**src/rtl/ppr_pkg.sv**
```systemverilog
package ppr_pkg;
  localparam int PIX_W  = 4;
  localparam int LANES  = 4;
  localparam int WORD_W = PIX_W * LANES;

  typedef enum logic [1:0] {
    PRIO_PLAIN = 2'b00,
    PRIO_UNDER = 2'b01,
    PRIO_OVER  = 2'b10,
    PRIO_BOTH  = 2'b11
  } prio_e;

  typedef enum logic [1:0] {
    ST_IDLE = 2'd0,
    ST_WORK = 2'd1,
    ST_RESP = 2'd2
  } state_e;

  function automatic logic [PIX_W-1:0] pix_at(input logic [WORD_W-1:0] w,
                                              input logic [1:0] lane);
    int hi;
    hi = WORD_W - 1 - PIX_W * int'(lane);
    return w[hi -: PIX_W];
  endfunction
endpackage

```
**src/rtl/ppr_word_store.sv**
```systemverilog
module ppr_word_store #(
  parameter int WORDS  = 256,
  parameter int WORD_W = 16,
  localparam int IDX_W = $clog2(WORDS)
) (
  input  logic              clk,
  input  logic              rd_en,
  input  logic [IDX_W-1:0]  rd_idx,
  output logic [WORD_W-1:0] rd_word,
  input  logic              wr_en,
  input  logic [IDX_W-1:0]  wr_idx,
  input  logic [WORD_W-1:0] wr_word
);
  logic [WORD_W-1:0] mem [WORDS];

  always_ff @(posedge clk) begin
    if (wr_en) mem[wr_idx] <= wr_word;
    if (rd_en) rd_word <= mem[rd_idx];
  end

  // a fetch and a write-back never share a cycle
  always_ff @(posedge clk) begin
    assert_rw_exclusive_R9: assert (!(rd_en && wr_en))
      else $error("fetch and write-back in the same cycle");
  end
endmodule

```
**src/rtl/ppr_pix_merge.sv**
```systemverilog
module ppr_pix_merge
  import ppr_pkg::*;
(
  input  prio_e             mode,
  input  logic              sel,
  input  logic [PIX_W-1:0]  old_pix,
  input  logic [PIX_W-1:0]  new_pix,
  output logic [PIX_W-1:0]  out_pix
);
  logic new_zero, old_set, keep;

  always_comb begin
    new_zero = (new_pix == '0);
    old_set  = (old_pix != '0);
    unique case (mode)
      PRIO_OVER:  keep = new_zero;
      PRIO_UNDER: keep = new_zero || old_set;
      default:    keep = 1'b0;
    endcase
    out_pix = (!sel || keep) ? old_pix : new_pix;
  end
endmodule

```
**src/rtl/ppr_read_expand.sv**
```systemverilog
module ppr_read_expand
  import ppr_pkg::*;
(
  input  logic [WORD_W-1:0] word,
  input  logic [1:0]        lane,
  input  logic              wide,
  output logic [15:0]       data
);
  logic [1:0] lane_hi, lane_lo;

  always_comb begin
    lane_hi = {lane[1], 1'b0};
    lane_lo = {lane[1], 1'b1};
    if (wide)
      data = {4'h0, pix_at(word, lane_hi), 4'h0, pix_at(word, lane_lo)};
    else
      data = {12'h000, pix_at(word, lane)};
  end
endmodule

```
**src/rtl/ppr_frame_store.sv**
```systemverilog
module ppr_frame_store
  import ppr_pkg::*;
#(
  parameter int WORDS = 256,
  localparam int IDX_W  = $clog2(WORDS),
  localparam int ADDR_W = IDX_W + 2
) (
  input  logic              clk,
  input  logic              rst_n,
  input  logic              req_valid,
  output logic              req_ready,
  input  logic              req_write,
  input  logic              req_wide,
  input  logic [ADDR_W-1:0] req_addr,
  input  logic [15:0]       req_wdata,
  input  logic [1:0]        req_prio,
  output logic              rsp_valid,
  input  logic              rsp_ready,
  output logic [15:0]       rsp_rdata
);
  state_e             st;
  logic               wr_q, wide_q;
  logic [1:0]         lane_q;
  logic [IDX_W-1:0]   idx_q;
  logic [15:0]        wdata_q;
  prio_e              mode_q;
  logic [15:0]        rdata_q;

  logic               accept;
  logic               wb_en;
  logic [WORD_W-1:0]  old_word, wb_word;
  logic [15:0]        rd_expanded;
  logic [LANES-1:0]   lane_sel;

  assign req_ready = (st == ST_IDLE);
  assign rsp_valid = (st == ST_RESP);
  assign rsp_rdata = rdata_q;
  assign accept    = req_valid && req_ready;
  assign wb_en     = (st == ST_WORK) && wr_q;

  always_ff @(posedge clk or negedge rst_n) begin
    if (!rst_n) begin
      st      <= ST_IDLE;
      wr_q    <= 1'b0;
      wide_q  <= 1'b0;
      lane_q  <= '0;
      idx_q   <= '0;
      wdata_q <= '0;
      mode_q  <= PRIO_PLAIN;
      rdata_q <= '0;
    end else begin
      unique case (st)
        ST_IDLE: if (accept) begin
          st      <= ST_WORK;
          wr_q    <= req_write;
          wide_q  <= req_wide;
          lane_q  <= req_addr[1:0];
          idx_q   <= req_addr[ADDR_W-1:2];
          wdata_q <= req_wdata;
          mode_q  <= prio_e'(req_prio);
        end
        ST_WORK: begin
          if (wr_q) begin
            st <= ST_IDLE;
          end else begin
            st      <= ST_RESP;
            rdata_q <= rd_expanded;
          end
        end
        ST_RESP: if (rsp_ready) st <= ST_IDLE;
        default: st <= ST_IDLE;
      endcase
    end
  end

  ppr_word_store #(.WORDS(WORDS), .WORD_W(WORD_W)) u_store (
    .clk     (clk),
    .rd_en   (accept),
    .rd_idx  (req_addr[ADDR_W-1:2]),
    .rd_word (old_word),
    .wr_en   (wb_en),
    .wr_idx  (idx_q),
    .wr_word (wb_word)
  );

  for (genvar g = 0; g < LANES; g++) begin : g_lane
    localparam int          HI = WORD_W - 1 - PIX_W * g;
    localparam logic [1:0]  LN = 2'(g);
    logic [PIX_W-1:0] new_pix;
    assign lane_sel[g] = wide_q ? (lane_q[1] == LN[1]) : (lane_q == LN);
    assign new_pix     = !wide_q ? wdata_q[PIX_W-1:0]
                       : (LN[0] ? wdata_q[3:0] : wdata_q[11:8]);
    ppr_pix_merge u_merge (
      .mode    (mode_q),
      .sel     (lane_sel[g]),
      .old_pix (old_word[HI -: PIX_W]),
      .new_pix (new_pix),
      .out_pix (wb_word[HI -: PIX_W])
    );
  end

  ppr_read_expand u_expand (
    .word (old_word),
    .lane (lane_q),
    .wide (wide_q),
    .data (rd_expanded)
  );

  // zero pixel in overwrite mode leaves the word as fetched
  assert_over_keep_R4: assert property (@(posedge clk) disable iff (!rst_n)
    (wb_en && mode_q == PRIO_OVER && !wide_q && wdata_q[3:0] == 4'h0)
      |-> (wb_word == old_word))
    else $error("overwrite-mode zero write changed the word");

  // underwrite onto a set pixel leaves the word as fetched
  assert_under_keep_R5: assert property (@(posedge clk) disable iff (!rst_n)
    (wb_en && mode_q == PRIO_UNDER && !wide_q && pix_at(old_word, lane_q) != 4'h0)
      |-> (wb_word == old_word))
    else $error("underwrite-mode write hit a set pixel");

  // a write frees the request port after one busy cycle
  assert_write_gap_R9: assert property (@(posedge clk) disable iff (!rst_n)
    (accept && req_write) |=> (!req_ready && !rsp_valid) ##1 req_ready)
    else $error("write busy window wrong");

  // a read presents data on the second edge after acceptance
  assert_read_latency_R9: assert property (@(posedge clk) disable iff (!rst_n)
    (accept && !req_write) |=> !rsp_valid ##1 rsp_valid)
    else $error("read latency wrong");

  // a stalled response stays unchanged
  assert_rsp_hold_R10: assert property (@(posedge clk) disable iff (!rst_n)
    (rsp_valid && !rsp_ready) |=> (rsp_valid && $stable(rsp_rdata) && !req_ready))
    else $error("stalled response changed");

  // request port closed while a response is pending
  assert_busy_closed_R9: assert property (@(posedge clk) disable iff (!rst_n)
    rsp_valid |-> !req_ready)
    else $error("request port open during response");
endmodule

```
**config.mk**
```make
export PLATFORM = sky130hd
export DESIGN_NAME = ppr_frame_store
export DESIGN_NICKNAME = d
export VERILOG_FILES = /design/src/rtl/ppr_pkg.sv /design/src/rtl/ppr_word_store.sv /design/src/rtl/ppr_pix_merge.sv /design/src/rtl/ppr_read_expand.sv /design/src/rtl/ppr_frame_store.sv
export SDC_FILE = /design/constraint.sdc
export NUM_CORES = 2
export LEC_CHECK = 0
export ABC_CLOCK_PERIOD_IN_PS = 5500
export BUFFER_PORTS_ARGS = -buffer_cell sky130_fd_sc_hd__buf_2
export CAP_MARGIN = 20
export CORE_MARGIN = 2
export CORE_UTILIZATION = 30
export CTS_CLUSTER_SIZE = 40
export DETAILED_ROUTE_END_ITERATION = 8
export GPL_TIMING_DRIVEN = 0
export PLACE_DENSITY = 0.46
export SLEW_MARGIN = 10
export SYNTH_ARGS = -nofsm -noshare
export SYNTH_HDL_FRONTEND = slang
export SYNTH_SLANG_ARGS = --single-unit
export TNS_END_PERCENT = 20
```
**constraint.sdc**
```tcl
create_clock -name clk -period 5.5 [get_ports clk]
set_input_delay 1.1 -clock clk [delete_from_list [all_inputs] [get_ports clk]]
set_output_delay 1.1 -clock clk [all_outputs]
set_load 0.02 [all_outputs]
```
==> results.sh <==
export IMPL_final_period_utilization=1.08
export IMPL_slew_headroom=0.0733
export IMPL_synth_top_area_frac=0.767
export IMPL_synth_warnings=0
export IMPL_io_buffers=32
export IMPL_dpl_hpwl_um=453000
export IMPL_numCtsBuffers=449
export IMPL_reg2reg_slack_ps=470
export IMPL_fin_ws_ps=-428
export IMPL_fin_tns_setup_ps=-1820
export IMPL_dr_pass1_iters=9
export IMPL_rr_startpoint="st[1]"
export IMPL_dieArea_mm2=0.542
export IMPL_critPathKind="in -> reg"
export IMPL_die_y_um=736
export IMPL_clock_skew_ps=86.6
export IMPL_viasPerCell=5.55
export IMPL_outcome="complete, but fails checks"
export IMPL_p_int_w=0.0616
export IMPL_drive_gt1_frac=0.286
export IMPL_min_from="rsp_ready"
export IMPL_setup_viol=11
export IMPL_placed_area_mm2=0.176
export IMPL_seq_power_share=0.485
export IMPL_avgSynthCellArea_um2=21.6
export IMPL_hold_class="in -> reg"
export IMPL_ys_top_cells_by_area="edfxtp_1, mux4_2, mux2i_1"
export IMPL_cp_cell_sequence="buf_2 -> nand2b_1 -> clkbuf_1 -> clkbuf_2 -> clkbuf_2 -> o22ai_1 -> o21ai_0 -> a31oi_1 -> nand4_1 -> nor4_1"
export IMPL_ys_top_cells_by_count="edfxtp_1, mux4_2, mux2i_1"
export IMPL_grt_setup_unrepaired="false"
export IMPL_grt_pass1_wl_um=839000
export IMPL_cpMostUsedCell="clkbuf_2"
export IMPL_path_max_fanout=10
export IMPL_drc=0
export IMPL_coreArea_mm2=0.533
export IMPL_cts_root_buf="clkbuf_16"
export IMPL_final_nets=8228
export IMPL_synth_ff_type="edfxtp_1"
export IMPL_power_density_mw_per_mm2=452
export IMPL_synth_cell_types=65
export IMPL_drt_wl_total_um=652000
export IMPL_power_frac_comb=0.167
export IMPL_cts_tree="done"
export IMPL_whs_endpoint="st[1]"
export IMPL_max_vdd_ir_drop_mv=0.899
export IMPL_vias=87473
export IMPL_path_clk_slew_ps=60
export IMPL_slowest_stage="nor4_1"
export IMPL_synth_cells=7433
export IMPL_timing_hold_ws_ps=301
export IMPL_ys_async_sr_fraction=0.00772
export IMPL_hold_viol=0
export IMPL_cp_start_kind="input pin"
export IMPL_overflow=0
export IMPL_synth_seq_cells=4144
export IMPL_reg2regPathDepth=8
export IMPL_cp_arrival_ps=6610
export IMPL_cts_path_max_buffers=4
export IMPL_grt_max_degree=123
export IMPL_post_cts_buffers=0
export IMPL_grt_pass1_vias=84413
export IMPL_netSwitchingPower_w=0.0248
export IMPL_insertion_delay_ps=1040
export IMPL_synth_area_leader_cell="edfxtp_1"
export IMPL_start_util=0.302
export IMPL_fillers=48970
export IMPL_htreeDepth=5
export IMPL_clock_sinks=4144
export IMPL_pwr_share_clk=0.347
export IMPL_swShare=0.288
export IMPL_wl_per_cell_um=41.4
export IMPL_finalWeightedCongestion=0.983
export IMPL_worstMarginPinSlew_ps=1390
export IMPL_worstReg2RegEnd="u_store.mem[217][3]"
export IMPL_ant_nets=0
export IMPL_violations="setup timing"
export IMPL_required_ps=6180
export IMPL_rows=268
export IMPL_die_w_um=736
export IMPL_grt_usage=0.235
export IMPL_max_stage_delay_ps=940
export IMPL_fmax_mhz=169
export IMPL_ios=52
export IMPL_slew_viol_final=0
export IMPL_power_w=0.0864
export IMPL_synth_most_common_cell="edfxtp_1"
export IMPL_antenna_found_initial=74
export IMPL_synth_seq_area_share=0.772
export IMPL_synth_edf_count=4112
export IMPL_final_util=0.358
export IMPL_startpoint="req_addr[4]"
export IMPL_power_leakage_nw=59.6
export IMPL_syn_to_final_growth_pct=18.8
export IMPL_maxCapViolations=0
export IMPL_first_iter_violations=14312
export IMPL_finalCriticalPeriod_ps=5930
export IMPL_design_area_mm2=0.191
export IMPL_synth_area_mm2=0.161
export IMPL_hold_depth=2
export IMPL_worstSetupEndpointType="flop"
state kept, by name, indices dropped and copies added (netlist names):
name	count
idx_q	8
rsp_rdata	8
wide_q	1
u_store.rd_word	16
lane_q	2
st	2
wdata_q	8
u_store.mem	4096
wr_q	1
mode_q	2
kinds of logic after synthesis:
family / count (synthesis) / share of synthesized area
multiplexers: 1473 / 0.159
AND/OR/NAND/NOR: 655 / 0.0187
adder cells (fa/ha/maj): 2 / 0.000155
buffers and inverters: 469 / 0.0191
other: 1 / 0.0000233
flip-flops: 4144 / 0.772
AO/OA/AOI/OAI: 689 / 0.0308
worst max-delay path by stage:
| stage | end | cells after the start |
|---|---|---|
| 3_3_place_gp | u_store.rd_word[14] | 10 |
| 3_5_place_dp | u_store.rd_word[9] | 10 |
| 6_report | u_store.rd_word[5] | 10 |
| 2_1_floorplan | u_store.mem[0][15] | 6 |
| 4_1_cts | u_store.rd_word[7] | 9 |
| 5_1_grt | u_store.rd_word[4] | 10 |
critical path: cells and delay by family:
family	cells	cell delay (ps)
compound gates	3	1300
simple gates	3	1800
buf+inv	4	2300
timing repair:
item,in CTS,in global routing
endpoints found under the hold margin,2,0
setup endpoints to repair,14,4
resized for setup,19,7
hold buffers,1,0
cells in the final DEF, fill, tap and decap left out, types with 12 or more instances in the layout:
| cell | Yosys | layout |
|---|---|---|
| clkinvlp_4 | 0 | 12 |
| nor2_2 | 0 | 117 |
| o21ai_0 | 78 | 70 |
| nor2_4 | 0 | 140 |
| nand2_1 | 97 | 97 |
| buf_4 | 36 | 61 |
| clkinv_1 | 0 | 111 |
| a22o_1 | 32 | 32 |
| o31ai_1 | 13 | 13 |
| nor2b_1 | 15 | 15 |
| edfxtp_1 | 4112 | 4112 |
| a211oi_1 | 24 | 23 |
| buf_16 | 0 | 50 |
| bufinv_16 | 0 | 41 |
| buf_2 | 81 | 123 |
| dfrtp_1 | 32 | 32 |
| nor3_1 | 108 | 108 |
| mux4_2 | 855 | 855 |
| o22ai_1 | 125 | 125 |
| buf_6 | 60 | 76 |
| diode_2 | 0 | 29 |
| mux2i_1 | 560 | 560 |
| clkinv_2 | 0 | 83 |
| nor2_1 | 282 | 25 |
| a2111oi_0 | 20 | 20 |
| buf_12 | 17 | 71 |
| a22oi_1 | 13 | 13 |
| clkbuf_2 | 0 | 91 |
| nand4_1 | 26 | 26 |
| a21oi_1 | 111 | 111 |
| o21a_1 | 12 | 12 |
| clkbuf_16 | 0 | 457 |
| o221ai_1 | 210 | 210 |
| nand3_1 | 41 | 41 |
| clkbuf_1 | 203 | 211 |
| buf_1 | 32 | 18 |
| mux2_8 | 0 | 16 |
| buf_8 | 31 | 156 |
| mux2_2 | 55 | 39 |
| nor4_1 | 39 | 27 |
through the flow:
stage / worst slack (ps) / cells
detailed placement: -2060 / 14884
global route: 4.95 / 15731
finish: -428 / 15757
floorplan: 1490 / 7440
CTS: -1.96 / 15716
global placement: -2890 / 14627
routing by layer:
metal	vias up	wire length, um	GRT usage
li1	33185	-	-
met1	47773	255000	0.308
met2	5263	293000	0.360
met3	1222	65000	0.0620
met4	30	38400	0.118
met5	-	563	0.00414
cell type report:
class                      count  area (um2)  area share
tap                         7155        8950      0.0468
clock inverter               274        2570      0.0135
buffer                       458        3190      0.0167
clock buffer                 558       11800      0.0619
sequential                  4144      124000       0.650
inverter                       9        33.8    0.000177
timing repair buffer         303        4860      0.0254
antenna                       29        72.6    0.000380
multi-input combinational   2827       35300       0.185
power by group through the flow:
stage / clock (W) / combinational [W] / sequential [W]
after floorplan: 0 / 0.00562 / 0.0431
after global placement: 0 / 0.0117 / 0.0441
after detailed placement: 0 / 0.0143 / 0.0425
after CTS: 0.0303 / 0.0143 / 0.0419
after global routing: 0.0315 / 0.0149 / 0.0419
final: 0.0300 / 0.0145 / 0.0419
Note: power is estimated with default switching activity, not from simulation.
